### src/rtl/lpc_ts_diff.sv
// Mixed-radix timestamp difference and window comparison (combinational).
// Assumes: offsets lie in 0..OFF_MOD-1 and cycles in 0..CYC_MOD-1.
// The fine half of the window is scaled by 2**FINE_SHIFT and normalised
// into cycles so that a fine limit of one whole cycle compares correctly.
module lpc_ts_diff #(
    parameter int unsigned CYC_W      = 13,
    parameter int unsigned OFF_W      = 12,
    parameter int unsigned CYC_MOD    = 8000,
    parameter int unsigned OFF_MOD    = 3072,
    parameter int unsigned WIN_W      = 16,
    parameter int unsigned FINE_SHIFT = 4
) (
    input  logic [CYC_W-1:0] ts_cyc,
    input  logic [OFF_W-1:0] ts_off,
    input  logic [CYC_W-1:0] tm_cyc,
    input  logic [OFF_W-1:0] tm_off,
    input  logic [WIN_W-1:0] win,
    output logic             on_time,
    output logic             at_time
);
    localparam int unsigned HALF_W = WIN_W / 2;
    localparam int unsigned FINE_W = HALF_W + FINE_SHIFT;
    localparam int unsigned HALF   = CYC_MOD / 2;

    logic [OFF_W:0]   off_raw;
    logic             borrow;
    logic [OFF_W-1:0] off_d;
    logic [CYC_W:0]   cyc_sum;
    logic [CYC_W-1:0] cyc_d;
    logic [FINE_W-1:0] fine_ext;
    logic [31:0]      lim_cyc, lim_off, cyc_c, off_c;
    logic             negative;

    // Subtract offsets with borrow, then cycles modulo CYC_MOD.
    always_comb begin
        off_raw = {1'b0, ts_off} - {1'b0, tm_off};
        borrow  = off_raw[OFF_W];
        off_d   = borrow ? OFF_W'(off_raw + (OFF_W+1)'(OFF_MOD)) : off_raw[OFF_W-1:0];
        cyc_sum = {1'b0, ts_cyc} + (CYC_W+1)'(CYC_MOD) - {1'b0, tm_cyc} - (CYC_W+1)'(borrow);
        cyc_d   = (cyc_sum >= (CYC_W+1)'(CYC_MOD)) ? CYC_W'(cyc_sum - (CYC_W+1)'(CYC_MOD))
                                                 : cyc_sum[CYC_W-1:0];
    end

    // Normalise the scaled fine limit into a mixed-radix limit and compare.
    always_comb begin
        fine_ext = {win[HALF_W-1:0], FINE_SHIFT'(0)};
        lim_cyc  = 32'(win[WIN_W-1:HALF_W]);
        lim_off  = 32'(fine_ext);
        if (lim_off >= OFF_MOD) begin
            lim_cyc = lim_cyc + 32'd1;
            lim_off = lim_off - OFF_MOD;
        end
        cyc_c    = 32'(cyc_d);
        off_c    = 32'(off_d);
        negative = (cyc_c >= HALF);
        on_time  = !negative &&
                   ((cyc_c < lim_cyc) || ((cyc_c == lim_cyc) && (off_c <= lim_off)));
        at_time  = (cyc_d == '0) && (off_d == '0);
    end
endmodule

### config.mk
export PLATFORM = sky130hd
export DESIGN_NAME = lpc_ts_diff
export DESIGN_NICKNAME = d
export VERILOG_FILES = /design/src/rtl/lpc_ts_diff.sv
export SDC_FILE = /design/constraint.sdc
export NUM_CORES = 1
export LEC_CHECK = 0
export BUFFER_PORTS_ARGS = -buffer_cell sky130_fd_sc_hd__buf_4
export CORE_ASPECT_RATIO = 0.75
export CORE_UTILIZATION = 40
export DETAILED_ROUTE_END_ITERATION = 8
export PLACE_DENSITY_LB_ADDON = 0.08
export SYNTH_ARGS = -nofsm -noshare
export SYNTH_HDL_FRONTEND = slang
export SYNTH_SLANG_ARGS = --single-unit
### constraint.sdc
create_clock -name vclk -period 11.5
set_clock_uncertainty 0.1 [all_clocks]
set_input_delay 2.3 -clock vclk [all_inputs]
set_output_delay 2.3 -clock vclk [all_outputs]
set_load 0.01 [all_outputs]
# After elaboration in Yosys (flattened, before gate mapping)
# Index checks and enable logic that the tools add are counted.
# Widths: inputs -> output; s select.
[word_totals]
regBits = 0
latch_bits = 0
ram_bits = 0
romBits = 0
input_bits = 66
output_inout_bits = 2
word_cells = 25
n_memories = 0
[op_classes]
add_sub_neg = 8
mul = 0
div_mod_pow = 0
n_lt_le_gt_ge = 5
n_eq_ne = 1
n_shift = 0
n_mux = 4
bitwise = 0
n_reduce_logical = 7
[op_table]
columns = ["cell", "count"]
rows = [
  ["$eq 13x32->1", 1],
  ["$le 12x32->1", 1],
  ["$lt 13x32->1", 1],
  ["$mux 32", 1],
  ["$add 13x13->14 const B", 1],
  ["$ge 14x13->1 const B", 1],
  ["$sub 14x1->14", 1],
  ["$sub 14x13->14", 1],
  ["$ge 13x12->1 const B", 1],
  ["$logic_not 13->1", 1],
  ["$mux 13", 1],
  ["$sub 12x12->13", 1],
  ["$sub 12x12->13 const B", 1],
  ["$sub 13x13->13 const B", 1],
  ["$add 12x12->12 const B", 1],
  ["$ge 12x12->1 const B", 1],
  ["$logic_not 12->1", 1],
  ["$mux 12", 1],
  ["$add 8x1->9 const B", 1],
  ["$mux 9", 1],
  ["$logic_and 1x1->1", 3],
  ["$logic_not 1->1", 1],
  ["$logic_or 1x1->1", 1],
]

# Depth between registers and ports, before layout
# Gate-level depths: netlist (run 1).
[depth]
ltp_word = 9
depth_mapped = 27

# Worst setup path before layout (run 1)
# No wires, ideal clock.
[synth_timing]
kind = "input -> output"
startpoint = "in tm_off[8]"
endpoint = "out on_time"
arrival_time_ns = 7.781
t_required_ns = 9.100
slack_ns = 1.319
cell_stages = 26
path_buffers = 0
path_cell_list = "inv_1 > ha_1 > a21o_1 > a2111oi_0 > nand3_1 > nand2_1 > nor2_1 > o21ai_0 > nand2b_1 > fa_1 > fa_1 > ha_1 > fa_1 > a21o_1 > a21oi_1 > xnor2_1 > inv_1 > ha_1 > o21ai_0 > a41oi_2 > xnor2_1 > ha_1 > o21ai_0 > a21oi_1 > or3_1 > a31oi_1"
[synth_via]
elab_chain_cells = 8
[synth_rtl]
columns = ["item", "line_no", "rtl"]
rows = [
  ["from (decl)", "16", "input logic [OFF_W-1:0] tm_off,"],
  ["$sub 12x12->13 *", "36", "off_raw = {1'b0, ts_off} - {1'b0, tm_off};"],
  ["branches (longest 6 deep; another with $lt 13x32->1)", "n/a", ""],
  ["$logic_and 1x1->1 *", "56", "on_time = !negative &&"],
  ["to (decl)", "18", "output logic on_time,"],
]
# Mark *: on every way between the ends.

# Worst setup path in the final report (run 1)
[layout_timing]
startpoint = "in ts_off[8]"
endpoint = "out on_time"
[layout_via]
elab_chain_cells = 8
[layout_rtl]
columns = ["item", "line_no", "rtl"]
rows = [
  ["from (decl)", "14", "input logic [OFF_W-1:0] ts_off,"],
  ["$sub 12x12->13 *", "36", ""],
  ["branches (longest 6 deep; another with $lt 13x32->1)", "n/a", ""],
  ["$logic_and 1x1->1 *", "56", ""],
]
# Marked as above.

==> results_dict.tcl, run 1 <==
set metrics [dict create \
    post_cts_buffers 0 \
    diodes 0 \
    p_leak_nw 1.56 \
    hp-start "win[15]" \
    dieArea_um2 6690 \
    crit_fanout 6 \
    rsz0062_at_grt "false" \
    fin_crit_ns 10.85 \
    synth_cell_types 60 \
    grt_overflow 0 \
    period_share_pct 94.4 \
    final-hold-violation-count 0 \
    fin_hold_ws_ns 5.16 \
    row_count 24 \
    grt_pass1_vias 2329 \
    ir_drop_mv 0.0476 \
    dieHeight_um 71.1 \
    syn-num-nets 476 \
    ys_seq_area_share_pct 0 \
    sw_frac_of_total_pct 54.9 \
    drc_errors 0 \
    power_frac_seq_pct 0 \
    p_sw_mw 0.152 \
    status "finished clean" \
    worstHoldPathType "in -> out" \
    fin_cells 489 \
    synth_warnings 0 \
    antenna_found_initial 0 \
    combPwrFrac_pct 100.0 \
    fmax_ghz 0.0922 \
    cp.required_ns 9.10 \
    gp_congestion 0.885 \
    initial_core_util_pct 42.6 \
    grtUsageTotal_pct 18.0 \
    hold_depth 6 \
    grt_max_degree 12 \
    wl_met2_um 2440 \
    worst_ep_arrival_time_ns 8.45 \
    met1_length_um 3290 \
    synth_area_per_cell_um2 7.29 \
    drt-vias-per-instance 5.47 \
    dp.cells 489 \
    nFlopsAndLatches 0 \
    route.vias.total 2673 \
    power_frac_clock_pct 0 \
    cap_viol_max_count 0 \
    topRoutingLayerUsed "met4" \
    regArea_um2 0 \
    post_route_cells_drive_above_1_share_pct 20.4 \
    area_growth_pct 23.3 \
    tightest_slew_ns 0.636 \
    io_pins 68 \
    port_buffers 68 \
    post-dp-hpwl_um 5230 \
    dieWidth_um 94.1 \
    setup_viol 0 \
    finalMaxSlewViolations 0 \
    wl_per_cell_um 12.2 \
    core_area_um2 5980 \
    start_kind "primary input" \
    power_density_nw_per_um2 88.3 \
    syn-instance-count 349 \
    num-nets-final 540 \
    critical_path_class "in -> out" \
    cpPeakStageDelay_ns 0.46 \
    crit_path_frequent_cell "ha_1" \
    min_to "on_time" \
    crit_slowest_cell "a2111oi_2" \
    tns_ns 0 \
    syn_area_um2 2540 \
    fillers 615 \
    drtAntennaViolNets 0 \
    intPower_mw 0.125 \
    drt_iter0_drc 116 \
    routed_wl_um 5980 \
    max-slew-margin-rel_pct 56.5 \
    clkbuf_count 0 \
    grt_pass1_wl_um 10200 \
    endpoint_kind "primary output" \
    wl_met3_um 235 \
    first_pass_iters 4 \
]
[power groups by stage]
stage	clock network [mW]	registers [mW]	logic (mW)
final	0	0	0.277
after global routing	0	0	0.312
after CTS	0	0	0.274
after detailed placement	0	0	0.272
after global placement	0	0	0.270
after floorplan	0	0	0.206
[synthesized netlist by cell type, drive strengths merged (2+ instances only)]
| master | n | area share (%) |
|---|---|---|
| a2111oi | 4 | 1.4 |
| a211o | 5 | 1.7 |
| a211oi | 3 | 1.1 |
| a21o | 7 | 2.1 |
| a21oi | 14 | 2.8 |
| a221oi | 2 | 0.93 |
| a22oi | 2 | 0.59 |
| a311oi | 3 | 1.0 |
| a31oi | 5 | 1.2 |
| and2 | 6 | 1.5 |
| buf | 4 | 0.79 |
| clkbuf | 2 | 0.34 |
| fa | 6 | 4.7 |
| ha | 55 | 27 |
| inv | 62 | 9.1 |
| mux2i | 4 | 1.6 |
| nand2 | 11 | 1.6 |
| nand2b | 8 | 2.0 |
| nand3 | 9 | 1.8 |
| nand4 | 12 | 2.9 |
| nor2 | 18 | 2.7 |
| nor2b | 6 | 1.8 |
| nor3 | 7 | 1.4 |
| nor4 | 4 | 1.5 |
| o211ai | 5 | 1.5 |
| o21a | 12 | 3.6 |
| o21ai | 22 | 4.3 |
| o31ai | 3 | 0.88 |
| o32ai | 2 | 0.69 |
| or2 | 2 | 0.49 |
| or3 | 5 | 1.3 |
| or4 | 3 | 0.93 |
| or4b | 2 | 0.79 |
| xnor2 | 11 | 3.8 |
| xor2 | 7 | 2.4 |
[critical path: cells and delay by family]
family / cells / cell delay [ns]
AOI/OAI and AO/OA: 10 / 2.00
xor gates and xnor gates: 2 / 0.40
adders and majority gates: 7 / 2.38
buffers and inverters: 3 / 0.41
and+or+nand+nor: 5 / 0.95
[kinds of logic after synthesis]
family | synth area share (%)
buffers and inverters | 10.3
XOR/XNOR | 6.19
AND/OR/NAND/NOR | 21.5
adder cells (fa/ha/maj) | 32.2
AO/OA/AOI/OAI | 28.3
multiplexers | 1.57
[layer usage]
layer,global-route usage (%),vias to the layer above
met5,0,-
met4,0.513,0
met3,0,2
met2,27.7,65
met1,29.3,1196
li1,-,1410
[metrics by stage]
stage                     power, mW  setup slack [ns]  area [um2]  utilization (%)
after global placement        0.270             0.787        3120             52.3
after global routing          0.312             0.146        3140             52.5
after detailed placement      0.272             0.527        3120             52.3
after floorplan               0.206              1.32        2540                -
final                         0.277             0.648        3140             52.5
after CTS                     0.274             0.512        3120             52.3
[worst max-delay path by stage]
| stage | startpoint | endpoint | slack (ns) | cells past startpoint |
|---|---|---|---|---|
| after floorplan | tm_off[8] | on_time | 1.32 | 26 |
| after global placement | ts_off[8] | on_time | 0.79 | 27 |
| after detailed placement | ts_off[8] | on_time | 0.53 | 27 |
| after CTS | ts_off[8] | on_time | 0.51 | 25 |
| after global routing | ts_off[8] | on_time | 0.15 | 27 |
| final | ts_off[8] | on_time | 0.65 | 27 |
[area by class of cell]
type,count,area (um2),area share (%)
multi-input combinational,281,2300,73.2
timing repair buffer,68,510,16.3
inverter,62,233,7.42
tap,78,97.6,3.11
[cell usage in the layout (no fill, tap or decap), types with 8 or more instances in the layout]
cell	Yosys	final
o21ai_0	15	15
nand2_1	11	11
nor2_1	18	18
xnor2_1	11	11
a21oi_1	14	14
o21a_1	11	11
buf_4	0	68
inv_1	62	62
nand3_1	9	9
nand4_1	12	12
nand2b_1	8	8
ha_1	55	55
[repair_timing]
action,in CTS,in global routing
resized for setup,0,3
hold buffers,0,0
endpoints found under the setup margin,0,1
Note: power is estimated with default switching activity, not from simulation.
==> run 2, diff against run 1 <==
--- a/config.mk
+++ b/config.mk
@@ -5,8 +5,9 @@
 export SDC_FILE = /design/constraint.sdc
 export NUM_CORES = 1
 export LEC_CHECK = 0
+export ABC_AREA = 1
 export BUFFER_PORTS_ARGS = -buffer_cell sky130_fd_sc_hd__buf_4
-export CORE_ASPECT_RATIO = 0.75
+export CORE_ASPECT_RATIO = 1.1
 export CORE_UTILIZATION = 40
 export DETAILED_ROUTE_END_ITERATION = 8
 export PLACE_DENSITY_LB_ADDON = 0.08
==> results_dict.tcl, run 2 <==
set metrics [dict create \
    final_cell_mix "inv_1 (105), nand2_1 (95), buf_4 (68)" \
    drt-vias-per-instance 4.67 \
    hold_depth 8 \
    worst_ep_arrival_time_ns 7.41 \
    route.vias.total 2691 \
    post-dp-hpwl_um 5100 \
    cpPeakStageDelay_ns 0.41 \
    final-hold-violation-count 0 \
    synth_area_per_cell_um2 6.08 \
    tns_ns 0 \
    drt_iter0_drc 72 \
    grt_max_degree 9 \
    port_buffers 68 \
    dieHeight_um 86.6 \
    fillers 694 \
    drc_errors 0 \
    regArea_um2 0 \
    grtUsageTotal_pct 17.0 \
    fin_hold_ws_ns 5.23 \
    dieWidth_um 78.9 \
    num-nets-final 625 \
    period_share_pct 85.3 \
    nFlopsAndLatches 0 \
    wl_per_cell_um 9.62 \
    gp_congestion 0.818 \
    synth_most_common_cell "inv_1" \
    setup_viol 0 \
    grt_overflow 0 \
    endpoint_kind "primary output" \
    grt_pass1_vias 2529 \
    synth.area.top_cells "ha_1 (26%), inv_1 (15%), nand2_1 (14%)" \
    core_area_um2 6230 \
    p_leak_nw 1.91 \
    ys_seq_area_share_pct 0 \
    tightest_slew_ns 0.497 \
    dieArea_um2 6830 \
    ir_drop_mv 0.0523 \
    fmax_ghz 0.102 \
    io_pins 68 \
    multi_input_area_um2 2200 \
    max-slew-margin-rel_pct 66.5 \
    area_growth_pct 23.5 \
    clkbuf_count 0 \
    initial_core_util_pct 41.7 \
    syn_area_um2 2600 \
    routed_wl_um 5540 \
    power_density_nw_per_um2 87.2 \
    critical_path_class "in -> out" \
    first_pass_iters 5 \
    drtAntennaViolNets 0 \
    post_cts_buffers 0 \
    cts_resized 0 \
    cp.required_ns 9.10 \
    endpoint "on_time" \
    fin_crit_ns 9.81 \
    status "finished clean" \
    diodes 0 \
    crit_fanout 8 \
    row_count 30 \
    crit_slowest_cell "fa_1" \
    synth_top_cells_by_count "inv_1 (105), nand2_1 (95), ha_1 (55)" \
    grt_pass1_wl_um 9910 \
    critical_path.startpoint "ts_off[3]" \
    synth_top_area_share_pct 26.5 \
    hold_buffers 0 \
    worstHoldPathType "in -> out" \
    syn-instance-count 428 \
    cap_viol_max_count 0 \
    start_kind "primary input" \
    syn-num-nets 555 \
    finalMaxSlewViolations 0 \
    post_route_cells_drive_above_1_share_pct 19.2 \
    synth_cell_types 32 \
    antenna_found_initial 0 \
    synth_area_leader_cell "ha_1" \
    rsz0062_at_grt "false" \
    final_common_cell "inv_1" \
    synth_warnings 0 \
]
run 2: changes by cell type after synthesis, sizes merged, moves of 6 or more:
| cell | change |
|---|---|
| o21ai | -15 |
| nand2b | -8 |
| nor2b | -6 |
| o21a | -10 |
| a21oi | +9 |
| nor2 | +12 |
| xor2 | +11 |
| a21o | -6 |
| nand3 | +24 |
| inv | +45 |
| nand2 | +97 |
run 2: cell type report:
class	instances	share of cell area (%)
multi-input combinational	321	68.5
inverter	107	12.5
timing repair buffer	68	15.9
tap	80	3.12
run 2: worst min-delay path by stage:
stage                  from  endpoint  slack [ns]
global route        win[15]   on_time        5.32
global placement    win[15]   on_time        5.24
floorplan           win[15]   on_time        4.92
CTS                 win[15]   on_time        5.24
finish              win[15]   on_time        5.23
detailed placement  win[15]   on_time        5.24
run 2: where the power goes:
| group | internal, mW | leakage [nW] | switching [mW] |
|---|---|---|---|
| logic | 0.116 | 1.91 | 0.164 |
| clock network | 0 | 0 | 0 |
| registers | 0 | 0 | 0 |
run 2: logic make-up after synthesis:
logic type | share of synthesized area (%)
AO/OA/AOI/OAI | 9.24
XOR/XNOR | 9.14
adder cells (fa/ha/maj) | 31.1
buffers and inverters | 15.4
multiplexers | 0.385
AND/OR/NAND/NOR | 34.7
run 2: routing by layer:
metal  vias to the layer above  track usage (%)  wire [um]
li1                       1490                -          -
met1                      1146             22.5       2730
met2                        51             31.9       2580
met3                         4            0.211        189
met4                         0             1.16         39
met5                         -                0          0
run 2: stage by stage:
stage          area (um2)  utilization, %  power (mW)  setup WS [ns]  instances
2_1_floorplan        2600               -       0.216           2.31        428
3_3_place_gp         3210            51.5       0.277           1.83        576
4_1_cts              3210            51.5       0.283           1.65        576
6_report             3210            51.5       0.280           1.69        576
5_1_grt              3210            51.5       0.325           1.29        576
3_5_place_dp         3210            51.5       0.281           1.67        576
run 2: worst max-delay path, delay by kind of cell:
kind / cells / cell delay, ns
adders and majority gates: 7 / 2.35
and+or+nand+nor: 14 / 1.47
AOI/OAI and AO/OA: 4 / 0.66
buffers and inverters: 4 / 0.39
xor gates and xnor gates: 1 / 0.25
